## config.mk

```make
export PLATFORM = sky130hd
export DESIGN_NAME = stop_wake_seq
export DESIGN_NICKNAME = d
export VERILOG_FILES = /design/src/rtl/swk_pkg.sv /design/src/rtl/wake_cnt.sv /design/src/rtl/irq_level_sync.sv /design/src/rtl/irq_prio_pick.sv /design/src/rtl/stop_wake_seq.sv
export SDC_FILE = /design/constraint.sdc
export NUM_CORES = 1
export LEC_CHECK = 0
export BUFFER_PORTS_ARGS = -buffer_cell sky130_fd_sc_hd__clkbuf_2
export CAP_MARGIN = 20
export CORE_MARGIN = 8
export CORE_UTILIZATION = 59
export DETAILED_ROUTE_END_ITERATION = 7
export GPL_ROUTABILITY_DRIVEN = 0
export GPL_TIMING_DRIVEN = 0
export MAX_ROUTING_LAYER = met4
export PLACE_DENSITY = 0.85
export SLEW_MARGIN = 20
export SYNTH_ARGS = -nofsm -noshare
export SYNTH_HDL_FRONTEND = slang
export SYNTH_HIERARCHICAL = 1
export SYNTH_SLANG_ARGS = --single-unit
```

## constraint.sdc

```tcl
create_clock -name clk -period 3.4 [get_ports clk]
set_input_delay 0.68 -clock clk [delete_from_list [all_inputs] [get_ports clk]]
set_output_delay 0.68 -clock clk [all_outputs]
set_load 0.02 [all_outputs]
```

## src/rtl/swk_pkg.sv

```systemverilog
package swk_pkg;
    typedef enum logic [2:0] {
        ST_RUN    = 3'd0,
        ST_HALT   = 3'd1,
        ST_DELAY  = 3'd2,
        ST_TAIL   = 3'd3,
        ST_DECIDE = 3'd4
    } wake_state_e;
endpackage

```

## src/rtl/wake_cnt.sv

```systemverilog
module wake_cnt #(
    parameter int LONG_DELAY  = 131072,
    parameter int SHORT_DELAY = 16,
    parameter int SYNC_WINDOW = 4,
    parameter int CNT_W       = 17
) (
    input  logic clk,
    input  logic rst_n,
    input  logic load,
    input  logic sel_short,
    input  logic run,
    output logic done,
    output logic in_win
);
    localparam logic [CNT_W-1:0] LOAD_LONG  = CNT_W'(LONG_DELAY - 1);
    localparam logic [CNT_W-1:0] LOAD_SHORT = CNT_W'(SHORT_DELAY - 1);
    localparam logic [CNT_W-1:0] WIN_LIM    = CNT_W'(SYNC_WINDOW);

    logic [CNT_W-1:0] cnt_q;

    always_ff @(posedge clk or negedge rst_n) begin
        if (!rst_n)
            cnt_q <= '0;
        else if (load)
            cnt_q <= sel_short ? LOAD_SHORT : LOAD_LONG;
        else if (run && cnt_q != '0)
            cnt_q <= cnt_q - 1'b1;
    end

    assign done   = (cnt_q == '0);
    assign in_win = (cnt_q < WIN_LIM);

    // counter steps down by one each delay cycle
    assert_count_step_R4: assert property (@(posedge clk) disable iff (!rst_n)
        (run && !load && !done) |=> (cnt_q == $past(cnt_q) - 1'b1));
endmodule

```

## src/rtl/irq_level_sync.sv

```systemverilog
module irq_level_sync (
    input  logic clk,
    input  logic rst_n,
    input  logic clr,
    input  logic en,
    input  logic irq_n,
    output logic irq_act
);
    logic s1_q, s2_q;

    always_ff @(posedge clk or negedge rst_n) begin
        if (!rst_n) begin
            s1_q <= 1'b1;
            s2_q <= 1'b1;
        end else if (clr) begin
            s1_q <= 1'b1;
            s2_q <= 1'b1;
        end else if (en) begin
            s1_q <= irq_n;
            s2_q <= s1_q;
        end
    end

    assign irq_act = !s2_q;

    // outside the window the line is not sampled
    assert_sync_hold_R6: assert property (@(posedge clk) disable iff (!rst_n)
        (!en && !clr) |=> $stable({s1_q, s2_q}));
endmodule

```

## src/rtl/irq_prio_pick.sv

```systemverilog
module irq_prio_pick #(
    parameter int N_REQ = 4,
    parameter int IDX_W = 2
) (
    input  logic [N_REQ-1:0] req,
    output logic             any,
    output logic [IDX_W-1:0] idx
);
    always_comb begin
        idx = '0;
        for (int i = N_REQ - 1; i >= 0; i--) begin
            if (req[i]) idx = IDX_W'(i);
        end
        any = |req;
    end

    // winner is a set request with nothing of lower index set
    always_comb begin
        if (any) begin
            assert_winner_lowest_R8: assert (req[idx] &&
                ((req & ((N_REQ'(1) << idx) - N_REQ'(1))) == '0));
        end
    end
endmodule

```

## src/rtl/stop_wake_seq.sv

```systemverilog
module stop_wake_seq
    import swk_pkg::*;
#(
    parameter int LONG_DELAY  = 131072,
    parameter int SHORT_DELAY = 16,
    parameter int SYNC_WINDOW = 4,
    parameter int TAIL_LEN    = 17,
    parameter int N_OTHER     = 3
) (
    input  logic                               clk,
    input  logic                               rst_n,
    input  logic                               stop_req,
    input  logic                               irqa_n,
    input  logic                               fast_wake,
    input  logic [N_OTHER-1:0]                 other_irq,
    output logic                               core_clk_en,
    output logic                               irqa_pending,
    output logic                               resume_next,
    output logic                               take_irq,
    output logic [$clog2(N_OTHER+1)-1:0]       vec_sel
);
    localparam int MAXD   = (LONG_DELAY > SHORT_DELAY) ? LONG_DELAY : SHORT_DELAY;
    localparam int CNT_W  = (MAXD > 2) ? $clog2(MAXD) : 1;
    localparam int N_REQ  = N_OTHER + 1;
    localparam int VEC_W  = $clog2(N_REQ);
    localparam int TAIL_W = (TAIL_LEN > 2) ? $clog2(TAIL_LEN) : 1;
    localparam logic [TAIL_W-1:0] TAIL_LAST = TAIL_W'(TAIL_LEN - 1);

    wake_state_e state_q, state_d;
    logic [TAIL_W-1:0] tail_q;
    logic              pend_q, any_q;
    logic [VEC_W-1:0]  vec_q;

    logic cnt_done, cnt_win, irqa_act, pick_any;
    logic [VEC_W-1:0] pick_idx;
    logic stop_entry, wake_start, arb_cycle, tail_last;

    assign stop_entry = (state_q == ST_RUN) && stop_req;
    assign wake_start = (state_q == ST_HALT) && !irqa_n;
    assign arb_cycle  = (state_q == ST_TAIL) && (tail_q == '0);
    assign tail_last  = (tail_q == TAIL_LAST);

    wake_cnt #(
        .LONG_DELAY (LONG_DELAY),
        .SHORT_DELAY(SHORT_DELAY),
        .SYNC_WINDOW(SYNC_WINDOW),
        .CNT_W      (CNT_W)
    ) i_cnt (
        .clk      (clk),
        .rst_n    (rst_n),
        .load     (wake_start),
        .sel_short(fast_wake),
        .run      (state_q == ST_DELAY),
        .done     (cnt_done),
        .in_win   (cnt_win)
    );

    irq_level_sync i_sync (
        .clk    (clk),
        .rst_n  (rst_n),
        .clr    (state_q == ST_HALT),
        .en     ((state_q == ST_DELAY) && cnt_win),
        .irq_n  (irqa_n),
        .irq_act(irqa_act)
    );

    irq_prio_pick #(.N_REQ(N_REQ), .IDX_W(VEC_W)) i_pick (
        .req({other_irq, irqa_act}),
        .any(pick_any),
        .idx(pick_idx)
    );

    // next-state logic
    always_comb begin
        state_d = state_q;
        unique case (state_q)
            ST_RUN:    if (stop_req)  state_d = ST_HALT;
            ST_HALT:   if (!irqa_n)   state_d = ST_DELAY;
            ST_DELAY:  if (cnt_done)  state_d = ST_TAIL;
            ST_TAIL:   if (tail_last) state_d = ST_DECIDE;
            ST_DECIDE:                state_d = ST_RUN;
            default:                  state_d = ST_RUN;
        endcase
    end

    // state register and sequencing state
    always_ff @(posedge clk or negedge rst_n) begin
        if (!rst_n) begin
            state_q <= ST_RUN;
            tail_q  <= '0;
            pend_q  <= 1'b0;
            any_q   <= 1'b0;
            vec_q   <= '0;
        end else begin
            state_q <= state_d;
            tail_q  <= (state_q == ST_TAIL) ? tail_q + 1'b1 : '0;
            if (stop_entry) begin
                pend_q <= 1'b0;
                any_q  <= 1'b0;
                vec_q  <= '0;
            end else if (arb_cycle) begin
                pend_q <= irqa_act;
                any_q  <= pick_any;
                vec_q  <= pick_idx;
            end
        end
    end

    // outputs
    always_comb begin
        core_clk_en = 1'b1;
        resume_next = 1'b0;
        take_irq    = 1'b0;
        unique case (state_q)
            ST_RUN, ST_TAIL: core_clk_en = 1'b1;
            ST_HALT, ST_DELAY: core_clk_en = 1'b0;
            ST_DECIDE: begin
                take_irq    = any_q;
                resume_next = !any_q;
            end
            default: core_clk_en = 1'b1;
        endcase
        irqa_pending = pend_q;
        vec_sel      = vec_q;
    end

    assert_stop_gates_R2: assert property (@(posedge clk) disable iff (!rst_n)
        stop_entry |=> !core_clk_en);
    assert_delay_end_R7: assert property (@(posedge clk) disable iff (!rst_n)
        ((state_q == ST_DELAY) && cnt_done) |=> (core_clk_en && state_q == ST_TAIL));
    assert_decide_once_R8: assert property (@(posedge clk) disable iff (!rst_n)
        (resume_next || take_irq) |=> (!resume_next && !take_irq && core_clk_en));
    assert_stop_ignored_R9: assert property (@(posedge clk) disable iff (!rst_n)
        ((state_q == ST_DELAY) && !cnt_done) |=> (state_q == ST_DELAY));
    assert_pend_hold_R10: assert property (@(posedge clk) disable iff (!rst_n)
        (!stop_entry && !arb_cycle) |=> $stable(irqa_pending));
endmodule

```

==> impl_metrics.tcl <==
set metrics [dict create \
    endpoint_kind "flip-flop" \
    crit_family "simple AND/OR/NAND/NOR gates" \
    period_needed_ns 2.48 \
    wl_per_cell_um 13.9 \
    drt-pass1-iter-count 4 \
    yosys.area.top_type "dfrtp_1" \
    grt_overflow 0 \
    crit_top_cell "a21oi_1" \
    hpwlAfterDp_mm 2.61 \
    grt_max_degree 32 \
    io-pin-count 14 \
    required_ns 3.60 \
    synth_area_um2 1850 \
    hold_path.class "in2async" \
    setup_tns_ns 0 \
    drv_cap 0 \
    yosys.area_share.simple_pct 26.1 \
    ctsHoldBuffers 0 \
    die_area_um2 5180 \
    cts_made_buffers 5 \
    wl_met1_mm 1.41 \
    fillCellCount 239 \
    synthTopCellsByArea "dfrtp_1 (39%), mux2i_1 (4.3%), nand2_1 (3.4%)" \
    cts_resized 0 \
    synth_top_family_by_area "simple AND/OR/NAND/NOR gates" \
    port_buffers 13 \
    final_max_slew_viol_count 0 \
    antenna_found_initial 0 \
    synth-compound-area-share_pct 12.5 \
    cts_tree "yes" \
    slowest_delay_ns 0.61 \
    setup_viol 0 \
    relSlewSlack_pct 50.3 \
    viasPerCell 5.65 \
    grt_pass1_vias 1440 \
    worstPathCellList "buf_1, nor3b_2, inv_2, or4b_1, a21oi_1, a21oi_1" \
    avgSynthCellArea_um2 9.79 \
    worst-setup-path-type "reg2reg" \
    rsz0062_at_grt "false" \
    synth_top_cell_area_share_pct 39.2 \
    top_layer "met4" \
    layout_setup_ws_ns 0.919 \
    syn_nets 200 \
    place_area_um2 1970 \
    grtUsageTotal_pct 15.6 \
    yosysSeqAreaShare_pct 42.1 \
    yosysWarnings 6 \
    cts_max_level 2 \
    ctsLongestPathBuffers 2 \
    drcViolationCount 0 \
    wl_mm 3.54 \
    crit_buf_inv 2 \
    ys.flop_type "dfrtp_1" \
    power_density_nw_per_um2 650 \
    ys_types 54 \
    core_um2 3030 \
    syn_inst 189 \
    clk_pin_slew_worst_paths_ns 0.10 \
    most-common-layout-cells "dfrtp_1 (29), nor2_1 (17), nand2_1 (17), inv_1 (16), clkbuf_2 (13)" \
    grt_pass1_wl_mm 6.18 \
    synth_seq_cells 31 \
    clock_latency_ns 0.34 \
    die_x_um 72.0 \
    placedCellCount 246 \
    postCtsSetupBuffers 0 \
    cts_root_buf "clkbuf_4" \
    wl_met3_um 186 \
    final_util_pct 67.0 \
    pre_cts_slack_ns 0.579 \
    power_mw 1.32 \
    start_util_pct 61.1 \
    synthAdderAreaFrac_pct 2.03 \
    drtIter0Drc 44 \
    synth_edf_count 0 \
    wl_met2_mm 1.88 \
    final_cells 254 \
    die_y_um 72.0 \
    final_cell_area_um2 2030 \
    async_reset_ff_share_pct 100 \
    clkSinkCount 31 \
    synth.area.mux_share_pct 6.15 \
    critPathLaunchType "flip-flop" \
    tightest_slew_ns 0.746 \
    cp_max_fo 10 \
    fmax_mhz 403 \
    ir_drop_v 0.000345 \
    rows 20 \
    drive_gt1_share_pct 20.5 \
    final_hold_viol_count 0 \
    area_growth_syn_to_layout_pct 9.60 \
    fin_nets 220 \
    cp.arrival_ns 2.68 \
    critical-path-slowest-cell "nor3b_2" \
    outcome "complete, no violations" \
    final_common_cell "dfrtp_1" \
    fin_crit_sh_pct 73.0 \
    clock_skew_ns 0.0113 \
    vias 1436 \
    p_leak_nw 0.886 \
    diodes 0 \
    ant_nets 0 \
    worst_hold_slack_ns 0.392 \
    synth_xor_area_share_pct 5.21 \
]
-- path summary, 6_finish.rpt --
check,cells after the start,startpoint,endpoint,slack (ns)
worst max-delay path,6,state_q[1],i_cnt/cnt_q[4],0.92
worst min-delay path,1,rst_n,state_q[1],0.39
worst max register to register,6,state_q[1],i_cnt/cnt_q[4],0.92
worst min register to register,1,tail_q[0],tail_q[0],0.50
max in group asynchronous,1,rst_n,i_cnt/cnt_q[13],2.52
min in group clk,1,tail_q[0],tail_q[0],0.50
-- cells by family (layout without fill, tap and decap cells) --
family | count (synthesis) | in the layout
AO/OA/AOI/OAI | 33 | 33
XOR/XNOR | 11 | 11
adder cells (fa/ha/maj) | 3 | 3
buffers and inverters | 25 | 46
flip-flops | 31 | 31
multiplexers | 10 | 10
AND/OR/NAND/NOR | 76 | 76
-- registers in the layout, indices dropped and copies added (netlist names) --
register      flops
i_cnt/cnt_q      17
irqa_pending      1
any_q             1
i_sync/s2_q       1
state_q           3
vec_sel           2
tail_q            5
i_sync/s1_q       1
-- metal layers --
metal | vias to the layer above | global-route usage, %
li1 | 703 | -
met4 | 0 | 6.80
met2 | 27 | 28.1
met3 | 8 | 5.10
met5 | - | -
met1 | 698 | 14.8
-- Yosys cell counts, types with 2 or more instances --
| library cell | number |
|---|---|
| and2_1 | 2 |
| o211ai_2 | 2 |
| o31ai_1 | 2 |
| ha_1 | 3 |
| nand2b_1 | 4 |
| a21oi_1 | 12 |
| nand2_1 | 17 |
| dfstp_2 | 2 |
| or4_4 | 2 |
| nor3_1 | 6 |
| clkbuf_1 | 4 |
| o211ai_1 | 2 |
| xor2_1 | 7 |
| nor4bb_1 | 2 |
| nor4b_4 | 2 |
| inv_1 | 16 |
| buf_6 | 2 |
| dfrtp_1 | 29 |
| nor3b_1 | 2 |
| nor2_1 | 17 |
| o22ai_1 | 2 |
| mux2i_1 | 8 |
| nand3_1 | 2 |
| or4b_1 | 3 |
| nor4b_1 | 3 |
| or3_1 | 2 |
| a31oi_1 | 2 |
| o21ai_1 | 3 |
| xnor2_1 | 4 |
-- worst register-to-register path, delay by kind of cell (launching register included) --
family                 cells  cell delay, ns
flip-flops                 1            0.40
AND/OR/NAND/NOR            2            1.16
AO/OA/AOI/OAI              2            0.25
buffers and inverters      2            0.53
-- where the power goes --
group	switching (mW)	leakage [nW]	internal [mW]	total (mW)
combinational	0.270	0.497	0.227	0.497
clock	0.124	0.0347	0.0767	0.200
sequential	0.129	0.354	0.492	0.622
-- area by class of cell --
class	instances	area [um2]	area share (%)
sequential	31	778	38.4
tap	44	55.1	2.71
inverter	17	63.8	3.15
timing repair buffer	13	65.1	3.21
buffer	8	46.3	2.28
clock buffer	5	37.5	1.85
clock inverter	3	15.0	0.740
multi-input combinational	133	967	47.7
Note: power is estimated with default switching activity, not from simulation.
